**config.mk**
```make
export PLATFORM = sky130hd
export DESIGN_NAME = sci_async_rx
export DESIGN_NICKNAME = d
export VERILOG_FILES = /design/src/rtl/sci_async_rx.sv
export SDC_FILE = /design/constraint.sdc
export NUM_CORES = 1
export LEC_CHECK = 0
export CAP_MARGIN = 10
export CORE_ASPECT_RATIO = 1.1
export CORE_UTILIZATION = 41
export CTS_BUF_LIST = sky130_fd_sc_hd__clkbuf_16
export CTS_CLUSTER_DIAMETER = 200
export DETAILED_ROUTE_END_ITERATION = 10
export DONT_BUFFER_PORTS = 1
export PLACE_DENSITY = 0.6
export RECOVER_POWER = 25
export SLEW_MARGIN = 30
export SYNTH_ARGS = -nofsm -noshare
export SYNTH_HDL_FRONTEND = slang
export SYNTH_SLANG_ARGS = --single-unit
```
**constraint.sdc**
```tcl
create_clock -name clk -period 1.5 [get_ports clk]
set_input_delay 0.225 -clock clk [delete_from_list [all_inputs] [get_ports clk]]
set_output_delay 0.225 -clock clk [all_outputs]
set_load 0.03 [all_outputs]
```
**src/rtl/sci_async_rx.sv**
```systemverilog
module sci_async_rx (
  input  logic       clk,
  input  logic       rst_n,
  input  logic       tick16,
  input  logic       rxd_in,
  input  logic       cfg_len7,
  input  logic       cfg_par_en,
  input  logic       cfg_par_odd,
  input  logic       cfg_mp_en,
  input  logic       clr_full,
  input  logic       clr_err,
  output logic [7:0] rx_data,
  output logic       rx_mpb,
  output logic       rx_full,
  output logic       err_parity,
  output logic       err_frame,
  output logic       err_overrun,
  output logic       irq_rx_full,
  output logic       irq_rx_err,
  output logic       rxd_level
);

  typedef enum logic [2:0] {S_IDLE, S_START, S_DATA, S_PAR, S_MPB, S_STOP} st_t;

  st_t        st;
  logic       sync1, sync2, armed;
  logic [3:0] tcnt;
  logic [2:0] bcnt;
  logic [7:0] shreg;
  logic       par_bit, mp_bit;

  wire       mid        = tick16 && (tcnt == 4'd15);
  wire [2:0] last_bit   = cfg_len7 ? 3'd6 : 3'd7;
  wire [7:0] data_out   = cfg_len7 ? {1'b0, shreg[7:1]} : shreg;
  wire       frame_done = mid && (st == S_STOP);
  wire       par_bad    = cfg_par_en && ((^data_out ^ par_bit) != cfg_par_odd);

  assign rxd_level   = sync2;
  assign irq_rx_full = rx_full;
  assign irq_rx_err  = err_parity | err_frame | err_overrun;

  always_ff @(posedge clk) begin
    if (!rst_n) begin
      sync1   <= 1'b1;
      sync2   <= 1'b1;
      st      <= S_IDLE;
      armed   <= 1'b0;
      tcnt    <= '0;
      bcnt    <= '0;
      shreg   <= '0;
      par_bit <= 1'b0;
      mp_bit  <= 1'b0;
    end else begin
      sync1 <= rxd_in;
      sync2 <= sync1;
      if (tick16) begin
        case (st)
          S_IDLE: begin
            if (sync2) armed <= 1'b1;
            else if (armed) begin
              st   <= S_START;
              tcnt <= '0;
            end
          end
          S_START: begin
            if (tcnt == 4'd7) begin
              tcnt <= '0;
              bcnt <= '0;
              st   <= sync2 ? S_IDLE : S_DATA;
            end else begin
              tcnt <= tcnt + 4'd1;
            end
          end
          default: begin
            tcnt <= tcnt + 4'd1;
            if (tcnt == 4'd15) begin
              case (st)
                S_DATA: begin
                  shreg <= {sync2, shreg[7:1]};
                  bcnt  <= bcnt + 3'd1;
                  if (bcnt == last_bit)
                    st <= cfg_par_en ? S_PAR : (cfg_mp_en ? S_MPB : S_STOP);
                end
                S_PAR: begin
                  par_bit <= sync2;
                  st      <= cfg_mp_en ? S_MPB : S_STOP;
                end
                S_MPB: begin
                  mp_bit <= sync2;
                  st     <= S_STOP;
                end
                default: begin
                  st    <= S_IDLE;
                  armed <= sync2;
                end
              endcase
            end
          end
        endcase
      end
    end
  end

  always_ff @(posedge clk) begin
    if (!rst_n) begin
      rx_data     <= '0;
      rx_mpb      <= 1'b0;
      rx_full     <= 1'b0;
      err_parity  <= 1'b0;
      err_frame   <= 1'b0;
      err_overrun <= 1'b0;
    end else begin
      if (clr_full) rx_full <= 1'b0;
      if (clr_err) begin
        err_parity  <= 1'b0;
        err_frame   <= 1'b0;
        err_overrun <= 1'b0;
      end
      if (frame_done) begin
        if (rx_full) begin
          err_overrun <= 1'b1;
        end else begin
          rx_data <= data_out;
          rx_mpb  <= cfg_mp_en & mp_bit;
          rx_full <= 1'b1;
          if (par_bad) err_parity <= 1'b1;
          if (!sync2)  err_frame  <= 1'b1;
        end
      end
    end
  end

  a_r6_held_byte_kept: assert property (@(posedge clk) disable iff (!rst_n)
    rx_full |=> $stable(rx_data) && $stable(rx_mpb));
  a_r6_overrun_needs_full: assert property (@(posedge clk) disable iff (!rst_n)
    $rose(err_overrun) |-> $past(rx_full));
  a_r5_frame_at_stop: assert property (@(posedge clk) disable iff (!rst_n)
    $rose(err_frame) |-> $past(frame_done));
  a_r3_parity_needs_enable: assert property (@(posedge clk) disable iff (!rst_n)
    $rose(err_parity) |-> $past(cfg_par_en));
  a_r10_frame_sticky: assert property (@(posedge clk) disable iff (!rst_n)
    err_frame && !clr_err |=> err_frame);
  a_r10_overrun_sticky: assert property (@(posedge clk) disable iff (!rst_n)
    err_overrun && !clr_err |=> err_overrun);
  a_r7_clear_full: assert property (@(posedge clk) disable iff (!rst_n)
    clr_full && !frame_done |=> !rx_full);
  a_r1_start_from_idle: assert property (@(posedge clk) disable iff (!rst_n)
    (st == S_START) && $past(st) != S_START |-> $past(st) == S_IDLE && !$past(sync2));

endmodule

```
==> results.json <==
{
  "status": "finished with violations",
  "violations": "negative setup slack",
  "grt_antenna_before_repair": 0,
  "final_cell_area_mm2": 0.00234,
  "period_minus_slack_ps": 1550,
  "drt_iter0_drc": 104,
  "tritoncts": "yes",
  "io_pins": 26,
  "grt_usage_pct": 20.5,
  "path_clk_slew_ps": 60,
  "grt_overflow_total": 0,
  "fmax_mhz": 646,
  "n_antenna_cell": 0,
  "async_reset_ff_share_pct": 0,
  "synthesis.nets": 207,
  "regArea_um2": 732,
  "finish.utilization_pct": 58.2,
  "holdCritPathClass": "input pin to flop",
  "mostFrequentLayoutCells": "31 x dfxtp_1, 30 x nor2_1, 26 x buf_4",
  "p_per_area_mw_per_mm2": 872,
  "multi_input_area_mm2": 0.00110,
  "via_count": 1539,
  "synth_cell_types": 41,
  "ant_nets": 0,
  "min_period_over_period_pct": 103,
  "synthCells": 195,
  "grt_pass1_vias": 1563,
  "drv_slew": 0,
  "setup_ws_ps": -48.0,
  "drive_gt1_share_pct": 29.3,
  "cts_sinks": 36,
  "syn_area_per_cell_um2": 9.03,
  "io_buffers": 0,
  "maxCapViolCount": 0,
  "die_y_um": 70.7,
  "clk_latency_ps": 280,
  "htreeDepth": 2,
  "drt-total-wl_mm": 4.52,
  "row_count": 24,
  "die_area_mm2": 0.00456,
  "initial_core_util_pct": 43.7,
  "num-fill-cells": 360,
  "syn_to_final_growth_pct": 33.1,
  "dpl_cell_area_mm2": 0.00203,
  "clockBufferDepth": 2,
  "path_max_fanout": 4,
  "crit_path_start_kind": "flop",
  "grt_max_degree": 27,
  "end_kind": "flop",
  "nets": 237,
  "leakagePower_uw": 0.000885,
  "first_pass_iters": 5,
  "die_x_um": 64.5,
  "core-area_mm2": 0.00402,
  "place_congestion": 0.882,
  "worstMarginPinSlew_ps": 401,
  "vdd.ir_drop.worst_mv": 0.571,
  "synth_edf_count": 0,
  "routedWlPerCell_um": 16.3,
  "required_ps": 1660,
  "layout_commonest_cell": "dfxtp_1",
  "worstSetupPathType": "flop to flop",
  "clock_skew_ps": 3.96,
  "root_buffer": "clkbuf_16",
  "rsz0062_at_grt": "true",
  "grt_pass1_wl_mm": 7.22,
  "synthFlopType": "dfxtp_1",
  "hold_viol_final": 0,
  "netlist_area_mm2": 0.00176,
  "dp_hpwl_mm": 2.91,
  "drt-vias-per-instance": 5.56,
  "cts-buffers-inserted": 5,
  "slew_headroom_pct": 73.3,
  "holdBufCountCts": 0,
  "yosys_register_bits": 36,
  "ys_seq_area_share_pct": 40.9,
  "drc": 0,
  "arrival_ps": 1710,
  "setup_viol": 6,
  "ys_warn_count": 0
}
-- timing repair --
action / CTS / global route
setup endpoints to repair: 24 / 22
pin swaps: 6 / 12
buffers inserted: 1 / 5
gates resized for setup: 14 / 11
gates cloned: 0 / 2
-- through the flow --
stage / hold WS, ps / instances / setup TNS, ps / setup slack, ps / power [uW]
floorplan: 298 / 195 / 0 / 19.2 / 1060
global placement: 311 / 262 / -65.5 / -31.4 / 1070
detailed placement: 311 / 262 / -432 / -84.3 / 1070
CTS: 26.6 / 270 / -33.7 / -33.7 / 2050
global route: 22.4 / 277 / -1380 / -138 / 2090
finish: 25.7 / 277 / -180 / -48.0 / 2040
-- metal layers --
layer / wire length, um / track usage, % / vias to the layer above
met2: 2370 / 34.3 / 29
met4: 138 / 9.63 / 0
met1: 1870 / 24.0 / 757
met3: 143 / 5.97 / 14
li1: - / - / 739
met5: 0 / 0 / -
-- flip-flops by register name, indices dropped and copies added, names as in the netlist, 3 cells and up --
| signal | count |
|---|---|
| shreg | 8 |
| bcnt | 3 |
| st | 3 |
| rx_data | 8 |
| tcnt | 4 |
-- layout make-up --
class | instances | area share, %
multi-input cells | 145 | 46.9
flip-flops and latches | 36 | 31.2
repair buffers | 34 | 12.9
clock buffers | 5 | 5.34
well taps | 52 | 2.78
inverters | 3 | 0.481
clock inverters | 2 | 0.374
-- final timing paths --
check	start	end	slack, ps	cells past startpoint
max reg2reg	tcnt[1]	bcnt[1]	-50	7
min reg2reg	sync1	rxd_level	420	1
min	rst_n	sync1	30	1
max	tcnt[1]	bcnt[1]	-50	7
-- cells by family after synthesis --
kind of cell	count (synthesis)	share of synthesized area (%)
AO/OA/AOI/OAI	34	13.4
XOR/XNOR	12	6.40
adder cells (fa/ha/maj)	2	1.42
buffers and inverters	14	3.98
flip-flops	36	40.9
multiplexers	20	11.4
AND/OR/NAND/NOR	77	22.5
-- cells in the mapped netlist, types with 3 or more instances --
cell / instances / area (um^2)
xnor2_1: 8 / 70.1
buf_2: 4 / 20.0
o21ai_0: 3 / 15.0
or3_1: 3 / 18.8
nand2b_1: 12 / 75.1
nand2_1: 3 / 11.3
xor2_1: 3 / 26.3
a211oi_1: 8 / 60.1
nand3_1: 9 / 45.0
inv_1: 3 / 11.3
nor2_1: 33 / 124
clkbuf_1: 3 / 11.3
dfxtp_1: 36 / 721
mux2i_1: 20 / 200
a21oi_1: 10 / 50.1
nor2b_1: 4 / 25.0
-- power by group --
part / total [uW] / internal (uW) / switching [uW] / leakage (uW)
Clock: 979 / 596 / 383 / 0.0000709
Sequential: 965 / 960 / 5.20 / 0.000294
Combinational: 99.8 / 47.8 / 52.0 / 0.000520
-- critical path, stage by stage, from the launching register on --
cell and delay [ps]:
dfxtp_2 350, ha_4 150, a311oi_2 80, buf_4 170, buf_4 140, nor4_4 260, mux2i_1 230, nor2_1 50
Power figures use the tool's default switching activity.
